<file path="src/rtl/acc8_pkg.sv">
package acc8_pkg;

   localparam int DW = 8;

   typedef enum logic [2:0] {
      K_ADC, K_ADD, K_AND, K_ASL, K_BR, K_BCLR, K_STOP, K_BAD
   } kind_e;

   typedef enum logic [1:0] {
      M_INH, M_IMM, M_DIR, M_REL
   } mode_e;

   typedef enum logic [1:0] {
      C_CC = 2'd0, C_CS = 2'd1, C_EQ = 2'd2
   } cond_e;

   typedef struct packed {
      kind_e      kind;
      mode_e      mode;
      cond_e      cond;
      logic [2:0] bitn;
   } dec_t;

   typedef enum logic [2:0] {
      S_FETCH, S_OPND, S_DATA, S_RMW, S_WRITE, S_HALT
   } state_e;

   localparam logic [DW-1:0] ADDR_VIA_X = 8'h0E;
   localparam logic [DW-1:0] ADDR_X_REG = 8'h0F;

endpackage

</file>
<file path="src/rtl/acc8_decode.sv">
module acc8_decode
   import acc8_pkg::*;
(
   input  logic [DW-1:0] op,
   output dec_t          d
);

   always_comb begin
      d = '{kind: K_BAD, mode: M_INH, cond: C_CC, bitn: 3'd0};
      unique case (op)
         8'hA9: begin d.kind = K_ADC; d.mode = M_IMM; end
         8'hB9: begin d.kind = K_ADC; d.mode = M_DIR; end
         8'hAB: begin d.kind = K_ADD; d.mode = M_IMM; end
         8'hBB: begin d.kind = K_ADD; d.mode = M_DIR; end
         8'hA4: begin d.kind = K_AND; d.mode = M_IMM; end
         8'hB4: begin d.kind = K_AND; d.mode = M_DIR; end
         8'h48: d.kind = K_ASL;
         8'h34: begin d.kind = K_BR; d.mode = M_REL; d.cond = C_CC; end
         8'h35: begin d.kind = K_BR; d.mode = M_REL; d.cond = C_CS; end
         8'h37: begin d.kind = K_BR; d.mode = M_REL; d.cond = C_EQ; end
         8'hBF: d.kind = K_STOP;
         default: begin
            // bit clear family: high nibble 1, odd opcode, bit number in [3:1]
            if (op[7:4] == 4'h1 && op[0]) begin
               d.kind = K_BCLR;
               d.mode = M_DIR;
               d.bitn = op[3:1];
            end
         end
      endcase
   end

endmodule

</file>
<file path="src/rtl/acc8_alu.sv">
module acc8_alu
   import acc8_pkg::*;
#(
   parameter bit RIPPLE = 1'b0
)(
   input  logic [DW-1:0] a,
   input  logic [DW-1:0] m,
   input  logic          cin,
   input  kind_e         kind,
   output logic [DW-1:0] res,
   output logic          z,
   output logic          cout
);

   logic          cy_in;
   logic [DW-1:0] sum;
   logic          sum_co;

   assign cy_in = (kind == K_ADC) & cin;

   generate
      if (RIPPLE) begin : g_ripple
         logic [DW:0] cy;
         assign cy[0] = cy_in;
         for (genvar i = 0; i < DW; i++) begin : g_bit
            assign sum[i]  = a[i] ^ m[i] ^ cy[i];
            assign cy[i+1] = (a[i] & m[i]) | (cy[i] & (a[i] ^ m[i]));
         end
         assign sum_co = cy[DW];
      end else begin : g_behav
         assign {sum_co, sum} = {1'b0, a} + {1'b0, m} + (DW+1)'(cy_in);
      end
   endgenerate

   always_comb begin
      res  = a;
      cout = cin;
      unique case (kind)
         K_ADC, K_ADD: begin res = sum;   cout = sum_co; end
         K_AND:        begin res = a & m; cout = cin;    end
         K_ASL:        begin res = {a[DW-2:0], 1'b0}; cout = a[DW-1]; end
         default:      begin res = a;     cout = cin;    end
      endcase
      z = (res == '0);
   end

endmodule

</file>
<file path="src/rtl/acc8_core.sv">
module acc8_core
   import acc8_pkg::*;
#(
   parameter int          PC_W       = 14,
   parameter int unsigned RESET_PC   = 32'h40,
   parameter logic [7:0]  X_RESET    = 8'hFF,
   parameter bit          RIPPLE_ADD = 1'b0
)(
   input  logic            clk,
   input  logic            rst_n,
   output logic [PC_W-1:0] mem_addr,
   output logic            mem_rd,
   input  logic [7:0]      mem_rdata,
   output logic            mem_wr,
   output logic [7:0]      mem_wdata,
   output logic [7:0]      acc,
   output logic [7:0]      xreg,
   output logic            flag_z,
   output logic            flag_c,
   output logic [PC_W-1:0] pc,
   output logic            op_start,
   output logic            halted,
   output logic            illegal
);

   localparam logic [PC_W-1:0] PC_RST = PC_W'(RESET_PC);
   localparam logic [PC_W-1:0] PC_ONE = PC_W'(1);

   generate
      if (PC_W < 9 || PC_W > 16) begin : g_bad_pcw
         $error("acc8_core: PC_W must lie in 9..16");
      end
      if (RESET_PC >= (32'd1 << PC_W)) begin : g_bad_rst
         $error("acc8_core: RESET_PC outside the address range");
      end
   endgenerate

   state_e          st_q;
   dec_t            dec_now, dec_q, cur;
   logic [PC_W-1:0] pc_q;
   logic [DW-1:0]   acc_q, x_q, ea_q, data_q;
   logic            z_q, c_q, halt_q, bad_q;

   logic [DW-1:0]   eff, opnd, alu_m, alu_res, clr_mask;
   logic            ea_is_x, alu_go, taken, alu_z, alu_c;

   acc8_decode u_dec (.op(mem_rdata), .d(dec_now));

   assign cur = (st_q == S_FETCH) ? dec_now : dec_q;

   acc8_alu #(.RIPPLE(RIPPLE_ADD)) u_alu (
      .a(acc_q), .m(alu_m), .cin(c_q), .kind(cur.kind),
      .res(alu_res), .z(alu_z), .cout(alu_c)
   );

   // direct-address window: 0x0E goes through X, 0x0F is X itself
   always_comb begin
      ea_is_x  = (ea_q == ADDR_X_REG);
      eff      = (ea_q == ADDR_VIA_X) ? x_q : ea_q;
      opnd     = ea_is_x ? x_q : mem_rdata;
      alu_m    = (st_q == S_OPND) ? mem_rdata : opnd;
      clr_mask = DW'(1) << dec_q.bitn;
      unique case (dec_q.cond)
         C_CC:    taken = ~c_q;
         C_CS:    taken = c_q;
         C_EQ:    taken = z_q;
         default: taken = 1'b0;
      endcase
      alu_go = (st_q == S_FETCH && dec_now.kind == K_ASL)
             | (st_q == S_OPND && dec_q.mode == M_IMM)
             | (st_q == S_DATA && dec_q.mode == M_DIR
                && dec_q.kind inside {K_ADC, K_ADD, K_AND});
   end

   always_comb begin
      mem_addr  = pc_q;
      mem_rd    = 1'b0;
      mem_wr    = 1'b0;
      mem_wdata = data_q & ~clr_mask;
      unique case (st_q)
         S_FETCH, S_OPND: mem_rd = 1'b1;
         S_DATA: if (dec_q.kind != K_BR) begin
            mem_addr = PC_W'(eff);
            mem_rd   = ~ea_is_x;
         end
         S_RMW:   mem_addr = PC_W'(eff);
         S_WRITE: begin
            mem_addr = PC_W'(eff);
            mem_wr   = ~ea_is_x;
         end
         default: ;
      endcase
   end

   always_ff @(posedge clk) begin
      if (!rst_n) begin
         st_q   <= S_FETCH;
         pc_q   <= PC_RST;
         acc_q  <= '0;
         x_q    <= X_RESET;
         z_q    <= 1'b0;
         c_q    <= 1'b0;
         halt_q <= 1'b0;
         bad_q  <= 1'b0;
         dec_q  <= '{kind: K_BAD, mode: M_INH, cond: C_CC, bitn: 3'd0};
         ea_q   <= '0;
         data_q <= '0;
      end else begin
         if (alu_go) begin
            acc_q <= alu_res;
            z_q   <= alu_z;
            c_q   <= alu_c;
         end
         unique case (st_q)
            S_FETCH: begin
               pc_q  <= pc_q + PC_ONE;
               dec_q <= dec_now;
               unique case (dec_now.kind)
                  K_ASL:  st_q <= S_FETCH;
                  K_STOP: begin halt_q <= 1'b1; st_q <= S_HALT; end
                  K_BAD:  begin halt_q <= 1'b1; bad_q <= 1'b1; st_q <= S_HALT; end
                  default: st_q <= S_OPND;
               endcase
            end
            S_OPND: begin
               pc_q <= pc_q + PC_ONE;
               ea_q <= mem_rdata;
               st_q <= (dec_q.mode == M_IMM) ? S_FETCH : S_DATA;
            end
            S_DATA: begin
               if (dec_q.kind == K_BR) begin
                  if (taken) pc_q <= pc_q + {{(PC_W-DW){ea_q[DW-1]}}, ea_q};
                  st_q <= S_FETCH;
               end else if (dec_q.kind == K_BCLR) begin
                  data_q <= opnd;
                  st_q   <= S_RMW;
               end else begin
                  st_q <= S_FETCH;
               end
            end
            S_RMW:   st_q <= S_WRITE;
            S_WRITE: begin
               if (ea_is_x) x_q <= mem_wdata;
               st_q <= S_FETCH;
            end
            default: st_q <= S_HALT;
         endcase
      end
   end

   assign acc      = acc_q;
   assign xreg     = x_q;
   assign flag_z   = z_q;
   assign flag_c   = c_q;
   assign pc       = pc_q;
   assign op_start = (st_q == S_FETCH);
   assign halted   = halt_q;
   assign illegal  = bad_q;


   mem_excl_chk: assert property (@(posedge clk) disable iff (!rst_n)
      !(mem_rd && mem_wr));


   wr_only_bclr_chk: assert property (@(posedge clk) disable iff (!rst_n)
      mem_wr |-> (dec_q.kind == K_BCLR));


   halt_quiet_chk: assert property (@(posedge clk) disable iff (!rst_n)
      halted |=> (!mem_rd && !mem_wr && $stable(pc_q) && $stable(acc_q)));


   bad_halts_chk: assert property (@(posedge clk) disable iff (!rst_n)
      illegal |-> halted);


   asl_carry_chk: assert property (@(posedge clk) disable iff (!rst_n)
      (st_q == S_FETCH && dec_now.kind == K_ASL)
      |=> (c_q == $past(acc_q[DW-1]) && !acc_q[0]));


   and_keeps_c_chk: assert property (@(posedge clk) disable iff (!rst_n)
      (alu_go && cur.kind == K_AND) |=> $stable(c_q));


   bclr_flags_chk: assert property (@(posedge clk) disable iff (!rst_n)
      (st_q == S_WRITE) |=> ($stable(acc_q) && $stable(z_q) && $stable(c_q)));


   bclr_one_bit_chk: assert property (@(posedge clk) disable iff (!rst_n)
      mem_wr |-> ($countones(mem_wdata ^ data_q) <= 1));


   branch_hold_chk: assert property (@(posedge clk) disable iff (!rst_n)
      (st_q == S_DATA && dec_q.kind == K_BR && !taken) |=> $stable(pc_q));

endmodule

</file>
<file path="config.mk">
export PLATFORM = sky130hd
export DESIGN_NAME = acc8_core
export DESIGN_NICKNAME = d
export VERILOG_FILES = /design/src/rtl/acc8_pkg.sv /design/src/rtl/acc8_decode.sv /design/src/rtl/acc8_alu.sv /design/src/rtl/acc8_core.sv
export SDC_FILE = /design/constraint.sdc
export NUM_CORES = 1
export LEC_CHECK = 0
export ABC_AREA = 1
export CAP_MARGIN = 10
export CORE_ASPECT_RATIO = 1.2
export CORE_MARGIN = 8
export CORE_UTILIZATION = 49
export DETAILED_ROUTE_END_ITERATION = 10
export PLACE_DENSITY_LB_ADDON = 0.25
export SLEW_MARGIN = 20
export SYNTH_ARGS = -nofsm -noshare
export SYNTH_HDL_FRONTEND = slang
export SYNTH_SLANG_ARGS = --single-unit
</file>
<file path="constraint.sdc">
create_clock -name clk -period 3.39 [get_ports clk]
set_input_delay 0.678 -clock clk [delete_from_list [all_inputs] [get_ports clk]]
set_output_delay 0.678 -clock clk [all_outputs]
set_load 0.01 [all_outputs]
</file>
==> metrics.md, run 1 <==
| Metric | Value |
|---|---|
| Synth unique cells | `between 40 and 50` |
| Clock Pin Slew Worst Setup and Hold Paths | `around 70 ps` |
| Crit path kind | `in -> reg` |
| 1st-iter DRT viols | `298` |
| Launch point of the worst reg-to-reg path | `ea_q[7]$_SDFFE_PN0P_` |
| Total Routing Usage GR | `0.232` |
| Peak Freq | `approximately 0.30 GHz` |
| Top-Level Pins | `69` |
| Power density cells | `a little under 700 nW/µm²` |
| Number of core rows | `37` |
| GRT overflow | `0` |
| Worst rel slew slack | `0.409` |
| Worst Setup Slack, final | `between 50 and 60 ps` |
| Nets | `approximately 810` |
| Worst-Margin Slew | `a little under 900 ps` |
| First-pass GRT wire length | `around 23000 µm` |
| Area Growth Syn to Fin | `31.5%` |
| Cells on Worst Hold Path | `2` |
| Vias per cell | `~5.5` |
| Crit. Startpoint | `mem_rdata[1]` |
| Worst hold start | `illegal$_SDFFE_PN0P_` |
| Status | `finished, final reports clean` |
| Height of the die | `approximately 120 µm` |
| Critical-path maximum fanout | `4` |
| Reg2Reg Depth | `18` |
| RSZ-0062 raised after global routing | `yes` |
| Placed Cells | `slightly below 900` |
| Post-route DRC | `0` |
| Tmin final | `around 3300 ps` |
| Startpoint types | `primary input` |
| Number of H-tree levels | `3` |
| Pre-antenna DRT Iters | `5` |
| Clock sink count | `63` |
| Drt wl/cell | `around 15 µm` |
| Starting Density | `0.505` |
| Hold WC Path Type | `reg -> reg` |
| Die ar. | `approximately 12000 µm²` |
| N_diodes | `0` |
| Fin crit share | `0.983` |
| FF-to-FF setup slack | `180 ps` |
| Worst Hold Endpoint | `illegal$_SDFFE_PN0P_` |
| Final setup skew | `around 5.6 ps` |
| Final hold violation count | `0` |
| Number of global-route vias before repair | `approximately 4800` |
| Max-cap violations | `0` |
| Non-Filler Instances | `~890` |
| Mapped cell area | `approximately 4300 µm²` |
| Sequential share of the synthesized area | `0.292` |
| Peak VDD IR | `roughly 0.00035 V` |
| Yosys warning total | `0` |
| Global placement routability congestion | `between 0.9 and 1` |
| Routed Antenna Nets | `0` |
| Static Leakage | `2.72 nW` |
| Num CTS Buffers | `9` |
| CP arrival | `3600 ps` |
| DP Wirelength | `roughly 11000 µm` |
| IO buf count | `68` |
| Average size of a mapped cell | `roughly 6.5 µm²` |
| Core Box Area | `8560 µm²` |
| Initial antenna violation count | `0` |
| Reg-to-Reg End | `flag_z$_SDFFE_PN0P_` |
| Final wirelength | `between 10000 and 15000 µm` |
| CTS root buf | `clkbuf_8` |
| Clock Path Buffers | `2` |
| Clock Latency Late Sink | `around 340 ps` |
| Syn Nets | `approximately 700` |
| Share of layout cells above drive strength 1 | `0.140` |
| Slew Limit Fails | `0` |
| Die Wd | `102 µm` |
| Final setup violation count | `0` |
| Post-synthesis register bit count | `63` |
| Post-place setup slack | `-531 ps` |
| CP required | `between 3000 and 4000 ps` |
| CP Capture Type | `register` |
| Synthesized instance count | `~660` |
| Largest net degree at the start of global routing | `31` |
| CTS tree | `built` |
| Via count | `around 5000` |
[what timing repair did]
action / 4_1_cts / 5_1_grt
gates resized for setup: 14 / 14
hold buffers: 0 / 0
endpoints found under the setup margin: 7 / 16
setup buffers: 2 / 0
pin swaps: 0 / 4
[logic make-up (layout without fill, tap and decap cells)]
kind of cell	Yosys count	after routing	synth area share
compound gates	166	166	0.208
flops	63	63	0.292
simple gates	268	268	0.281
fa+ha+maj	24	24	0.0746
buf+inv	126	240	0.114
xor+xnor	15	15	0.0304
[report_power, final]
part           switching (W)  internal, W  total (W)
clock               0.000290     0.000428   0.000718
sequential          0.000160     0.000902    0.00106
combinational        0.00123     0.000870    0.00210
total                0.00168      0.00220    0.00388
[registers in the layout, summed over array words and instances (netlist names), 3 cells and up]
name / flops
pc: 14
dec_q: 10
acc: 8
data_q: 8
ea_q: 8
xreg: 8
st_q: 3
[stage by stage]
step,TNS [ps],hold slack (ps),power (W),util,area [µm²]
floorplan,0,453,0.00233,-,4330
global placement,-1870,439,0.00309,0.633,5420
detailed placement,-2640,452,0.00314,0.633,5420
CTS,-60.5,462,0.00387,0.662,5670
global route,-168,499,0.00417,0.664,5690
finish,0,462,0.00388,0.664,5690
[cell type report]
| type | count | area, µm² |
|---|---|---|
| Clock inverter | 4 | 70.1 |
| Sequential cell | 63 | 1260 |
| Clock buffer | 11 | 141 |
| Timing Repair Buffer | 118 | 1050 |
| Inverter | 107 | 402 |
| Tap cell | 117 | 146 |
| Multi-Input combinational cell | 473 | 2620 |
| Fill cell | 764 | 2880 |
[synthesized netlist by cell type]
cell	number	area, µm²
nor4_4	1	21.3
nor4_1	1	6.26
nand3_1	37	185
nor2_2	2	12.5
o211ai_1	11	82.6
nand4_1	8	50.1
nand2_2	7	43.8
a211oi_1	1	7.51
buf_2	5	25.0
o31ai_1	3	22.5
xor2_1	10	87.6
o21a_1	1	7.51
or2_2	5	31.3
nand3b_1	4	30.0
clkinv_1	2	7.51
or2_1	3	18.8
a31oi_1	9	56.3
xnor2_1	5	43.8
nor2_1	44	165
o21bai_1	2	15.0
ha_1	21	263
a21oi_1	67	335
and3_1	1	6.26
nor3_1	9	45.0
nand3b_4	1	20.0
nand2_1	140	526
nor3_2	1	10.0
a21o_1	1	7.51
buf_6	2	22.5
dfxtp_1	63	1260
a21boi_0	1	7.51
o21ai_0	68	340
o221ai_1	1	8.76
nor2_4	3	33.8
buf_1	1	3.75
clkbuf_1	11	41.3
nand2_4	1	11.3
a21oi_2	1	8.76
inv_1	98	368
fa_1	3	60.1
inv_2	7	26.3
[layout by cell type (no fill, tap or decap), types with 10 or more instances in the layout]
master	count
a21oi_1	67
inv_1	97
nand2_1	136
o211ai_1	11
buf_4	50
xor2_1	10
dfxtp_1	63
o21ai_0	68
ha_1	21
nor2_1	43
nand2_2	11
nand3_1	35
clkbuf_8	10
clkdlybuf4s50_1	60
[worst max-delay path, stage by stage]
cell and delay (ps):
dlygate4sd2_1 280, inv_1 110, nor2_1 50, nor2_1 150
nand2_1 120, nand2_1 100, a21oi_1 50, nand2_1 70
nand2_2 50, nand2_1 100, nor3_2 50, fa_2 360
fa_2 380, nand4_1 100, o211ai_1 130, xnor2_1 170
o21ai_0 90, nand3b_1 150, nand2_1 90, nand2_1 50
nor2_1 80, nand2_1 70, a21oi_2 110
[per-layer routing]
layer	global-route usage	share of wire
met5	0	0
met4	0.151	0.048
met1	0.240	0.38
met2	0.413	0.50
met3	0.0420	0.064
[how the worst max path moves through the flow]
stage | end | slack, ps | cells past startpoint
global route | flag_z$_SDFFE_PN0P_ | -170 | 22
finish | flag_z$_SDFFE_PN0P_ | 60 | 23
floorplan | flag_z$_SDFFE_PN0P_ | 60 | 23
global placement | flag_z$_SDFFE_PN0P_ | -430 | 22
detailed placement | flag_z$_SDFFE_PN0P_ | -530 | 22
CTS | flag_z$_SDFFE_PN0P_ | -60 | 23
Power figures use the tool's default switching activity.
==> inputs of run 2 (changes only) <==
CTS_BUF_LIST = sky130_fd_sc_hd__clkbuf_16   (was default)
CTS_CLUSTER_SIZE = 24   (was default)
PLACE_DENSITY = 0.77   (was default)
PLACE_DENSITY_LB_ADDON = default   (was 0.25)
==> run 2 against run 1 <==
Sequential power is essentially flat. Clock-buffer cell count shrank 2. Critical path depth stayed put. Largest cell class unchanged. Largest power group unchanged.
==> metrics.md, run 2 (synthesized netlist as in run 1, its figures left out) <==
| Metric | Value |
|---|---|
| Layout Utilization | `0.679` |
| Routed Antenna Nets | `0` |
| Initial antenna violation count | `0` |
| Clock Path Buffers | `2` |
| Most common cell on crit path | `nand2_1` |
| IO buf count | `68` |
| CP arrival | `roughly 3400 ps` |
| Worst-Margin Slew | `roughly 960 ps` |
| Nets | `808` |
| Area of placed instances | `approximately 5400 µm²` |
| Largest net degree at the start of global routing | `31` |
| Pre-antenna DRT Iters | `5` |
| 1st-iter DRT viols | `~270` |
| N_diodes | `0` |
| Crit path kind | `in -> reg` |
| First-pass GRT wire length | `~22000 µm` |
| Power density cells | `just over 700 nW/µm²` |
| Global placement routability congestion | `approximately 0.94` |
| Top-Level Pins | `69` |
| Final setup skew | `around 8 ps` |
| Area Growth Syn to Fin | `34.4%` |
| CTS root buf | `clkbuf_16` |
| Fin crit share | `0.934` |
| Startpoint types | `primary input` |
| Vias per cell | `roughly 5.4` |
| Total Routing Usage GR | `0.228` |
| Largest register FFs | `14` |
| Hold WC Path Type | `reg -> reg` |
| Reg2Reg Depth | `23` |
| Share of layout cells above drive strength 1 | `0.153` |
| Final wirelength | `around 14000 µm` |
| Via count | `around 4800` |
| Die ar. | `about 12000 µm²` |
| Hold WS | `approximately 450 ps` |
| Starting Density | `0.505` |
| Status | `finished, final reports clean` |
| Final hold violation count | `0` |
| TNS Setup | `0 ps` |
| Slew Limit Fails | `0` |
| Num CTS Buffers | `9` |
| Fin area | `5810 µm²` |
| Drt wl/cell | `15.2 µm` |
| Core Box Area | `between 8000 and 9000 µm²` |
| Clock sink count | `63` |
| Max-cap violations | `0` |
| Most common cell after layout, fill and taps aside | `nand2_1` |
| Peak Freq | `about 0.32 GHz` |
| Clock Latency Late Sink | `approximately 330 ps` |
| CP Capture Type | `register` |
| CP required | `between 3000 and 4000 ps` |
| RSZ-0062 raised after global routing | `yes` |
| Commonest non-fill, non-tap cells in the layout | `137 x nand2_1, 95 x inv_1, 67 x a21oi_1, 66 x o21ai_0, 63 x dfxtp_1` |
| CP max stage delay | `380 ps` |
| Slowest CP cell | `fa_2` |
| Worst rel slew slack | `0.360` |
| Clock Pin Slew Worst Setup and Hold Paths | `60 ps` |
| Number of H-tree levels | `3` |
| CTS tree | `built` |
| Height of the die | `between 100 and 150 µm` |
| Cells on Worst Hold Path | `2` |
| Tmin final | `3170 ps` |
| DP Wirelength | `between 10000 and 15000 µm` |
| Number of global-route vias before repair | `roughly 4600` |
| Number of core rows | `37` |
| Die Wd | `between 100 and 150 µm` |
| GRT overflow | `0` |
| Static Leakage | `around 2.8 nW` |
| Final setup violation count | `0` |
| Peak VDD IR | `between 0.0004 and 0.0005 V` |
| Critical-path maximum fanout | `4` |
| Post-CTS Hold Buffers | `0` |
| Post-route DRC | `0` |
| Critical Path, Cell by Cell | `dlymetal6s2s_1 > inv_2 > nand2_2 > nor2_4 > nand2_1 > nand2_1 > a21oi_1 > nand2_1 > nand2_2 > nand2_2 > nor3_4 > fa_2 > fa_2 > nand4_1 > o211ai_1 > xnor2_1 > o21ai_0 > nand3b_1 > nand2_1 > nand2_1 > nor2_1 > nand2_1 > a21oi_2` |
[run 2: where the power goes]
group | total (W) | switching, W | internal [W] | leakage [nW]
sequential | 0.00107 | 0.000162 | 0.000903 | 0.514
combinational | 0.00215 | 0.00125 | 0.000900 | 2.11
clock | 0.000981 | 0.000345 | 0.000637 | 0.147
total | 0.00420 | 0.00176 | 0.00244 | 2.77
[run 2: what timing repair did]
action	in CTS	in global routing
resized for setup	14	31
setup endpoints to repair	8	15
setup buffers	0	4
pin swaps	0	10
endpoints found under the hold margin	0	0
cloned	0	0
[run 2: layout make-up]
cell class	instances	area [µm²]
multi-input combinational	473	2650
tap	117	146
timing repair buffer	120	1040
inverter	107	403
clock buffer	9	225
fill	732	2750
sequential	63	1260
clock inverter	7	87.6
[run 2: critical path, delay by kind of cell]
family | cells | cell delay [ps]
xor+xnor | 1 | 160
fa+ha+maj | 2 | 760
simple gates | 14 | 1220
compound gates | 4 | 350
buf+inv | 2 | 240
[run 2: path summary, 6_finish.rpt]
kind,from,endpoint,slack (ps)
hold / removal,illegal$_SDFFE_PN0P_,illegal$_SDFFE_PN0P_,450
setup reg to reg,ea_q[6]$_SDFFE_PN0P_,flag_z$_SDFFE_PN0P_,230
hold reg to reg,illegal$_SDFFE_PN0P_,illegal$_SDFFE_PN0P_,450
setup / recovery,mem_rdata[7],flag_z$_SDFFE_PN0P_,220
[run 2: through the flow]
stage,total power [W],setup WS [ps],std cells
after detailed placement,0.00316,-525,876
after global placement,0.00310,-453,876
after floorplan,0.00233,57.4,662
after global routing,0.00448,-82.3,896
final,0.00420,223,896
after CTS,0.00416,-64.9,892
[run 2: layer usage]
metal,GRT usage,wire length (µm),share of wire
met2,0.401,6610,0.49
met3,0.0460,933,0.068
met5,0,0,0
met4,0.141,695,0.051
met1,0.241,5380,0.40
==> inputs of run 3 (changes only) <==
ABC_CLOCK_PERIOD_IN_PS = 3390   (was default)
PLACE_DENSITY = 0.78   (was 0.77)
==> run 3 against run 2 <==
Combinational power barely moved. Critical endpoint is now mem_addr[6]. Die area stayed put. Sequential share of layout area is essentially flat. Hold slack worse by 3.4 ps. Non-clock buffer count rose by 3. Via count grew 0.90%. Setup slack worse by 77 ps. Power is 1.6% lower. Critical path depth down 14. Sequential power about the same. First-iteration DRC count did not move.
==> metrics.md, run 3 (synthesized netlist as in run 1, its figures left out) <==
| Metric | Value |
|---|---|
| Slew Limit Fails | `0` |
| Critical-path maximum fanout | `12` |
| Power density cells | `between 700 and 800 nW/µm²` |
| GRT overflow | `0` |
| Core Box Area | `8560 µm²` |
| Fin crit share | `0.957` |
| Drt wl/cell | `roughly 15 µm` |
| Met2 wire len | `~7000 µm` |
| Worst rel slew slack | `0.351` |
| Routed Antenna Nets | `0` |
| CTS root buf | `clkbuf_16` |
| Most common cell after layout, fill and taps aside | `nand2_1` |
| Peak VDD IR | `between 0.0004 and 0.0005 V` |
| CTS tree | `built` |
| Worst-Margin Slew | `about 970 ps` |
| Die ar. | `around 12000 µm²` |
| Worst Setup Slack, final | `~150 ps` |
| Commonest non-fill, non-tap cells in the layout | `135 x nand2_1, 98 x inv_1, 68 x o21ai_0, 67 x a21oi_1, 63 x dfxtp_1` |
| Share of layout cells above drive strength 1 | `0.159` |
| Max-cap violations | `0` |
| Status | `finished, final reports clean` |
| First-pass GRT wire length | `22000 µm` |
| Via count | `4838` |
| Post-route DRC | `0` |
| Top Layer Used | `met4` |
| Number of global-route vias before repair | `approximately 4700` |
| Clock Latency Late Sink | `roughly 340 ps` |
| N_diodes | `0` |
| Vias per cell | `between 5 and 6` |
| Post-place setup slack | `-541 ps` |
| Initial antenna violation count | `0` |
| CP arrival | `about 2600 ps` |
| Largest net degree at the start of global routing | `31` |
| Total Routing Usage GR | `0.228` |
| Nets | `just over 800` |
| Clock sink count | `63` |
| Final setup skew | `6.60 ps` |
| 1st-iter DRT viols | `roughly 270` |
| IO buf count | `just under 70` |
| CP required | `around 2700 ps` |
| Clock Path Buffers | `2` |
| Non-Filler Instances | `between 800 and 900` |
| Final hold violation count | `0` |
| Layout Utilization | `0.679` |
| Starting Density | `0.505` |
| Largest register FFs | `14` |
| Static Leakage | `2.78 nW` |
| Final wirelength | `between 10000 and 15000 µm` |
| Top-Level Pins | `69` |
| Post-CTS Hold Buffers | `0` |
| Height of the die | `~120 µm` |
| Wl on met1 | `about 5400 µm` |
| Peak Freq | `0.308 GHz` |
| TNS Setup | `0 ps` |
| Num CTS Buffers | `9` |
| Number of fill cells | `762` |
| Fin area | `slightly below 6000 µm²` |
| Tmin final | `3240 ps` |
| Hold WC Path Type | `reg -> reg` |
| Clock Pin Slew Worst Setup and Hold Paths | `approximately 60 ps` |
| Number of core rows | `37` |
| Die Wd | `between 100 and 150 µm` |
| Final setup violation count | `0` |
| Global placement routability congestion | `0.925` |
| Startpoint types | `register` |
| Number of H-tree levels | `3` |
| DP Wirelength | `10400 µm` |
| Area Growth Syn to Fin | `34.5%` |
| Crit path kind | `reg -> out` |
| CP Capture Type | `output pin` |
| Placed Cells | `just under 900` |
| Routed wl met3 | `~930 µm` |
| Area of placed instances | `5440 µm²` |
| Pre-antenna DRT Iters | `5` |
run 3: power by group:
group	internal (W)	switching [W]	leakage, nW	total, W
logic	0.000900	0.00126	2.12	0.00216
clock network	0.000557	0.000345	0.149	0.000901
registers	0.000903	0.000164	0.514	0.00107
total	0.00236	0.00177	2.78	0.00413
run 3: worst paths after layout:
kind	slack [ps]	end	cells after the start	startpoint
setup reg to reg	230	flag_z$_SDFFE_PN0P_	20	ea_q[7]$_SDFFE_PN0P_
hold / removal	450	illegal$_SDFFE_PN0P_	2	illegal$_SDFFE_PN0P_
hold reg to reg	450	illegal$_SDFFE_PN0P_	2	illegal$_SDFFE_PN0P_
setup / recovery	150	mem_addr[6]	9	st_q[2]$_SDFF_PN0_
run 3: worst max-delay path: stages, from the launching register on:
cell             delay (ps)
dfxtp_1                 370
nor3_2                  240
clkinv_2                170
nor2_2                  140
inv_1                    80
nand3_2                 120
buf_4                   200
o21ai_0                 100
o21ai_0                 230
clkdlybuf4s50_1         590
run 3: through the flow:
step | total power [W] | hold slack (ps)
2_1_floorplan | 0.00233 | 453
3_3_place_gp | 0.00311 | 437
3_5_place_dp | 0.00316 | 448
4_1_cts | 0.00406 | 456
5_1_grt | 0.00440 | 483
6_report | 0.00413 | 451
run 3: cell type report:
cell class / instances / area (µm²) / share of cell area
multi-input cells: 473 / 2660 / 0.457
clock buffers: 9 / 225 / 0.0387
flip-flops and latches: 63 / 1260 / 0.217
well taps: 117 / 146 / 0.0252
repair buffers: 123 / 1070 / 0.183
inverters: 107 / 403 / 0.0692
clock inverters: 7 / 56.3 / 0.00968
run 3: timing repair:
| action | 4_1_cts | 5_1_grt |
|---|---|---|
| buffers inserted | 1 | 4 |
| hold endpoints to repair | 0 | 0 |
| endpoints found under the setup margin | 9 | 16 |
| gates resized for setup | 15 | 31 |
| pin swaps | 1 | 9 |
run 3: routing by layer:
metal  up-vias  global-route usage
li1       2402                   -
met3        43              0.0437
met2       181               0.401
met1      2212               0.244
met4         0               0.130
met5         -                   0
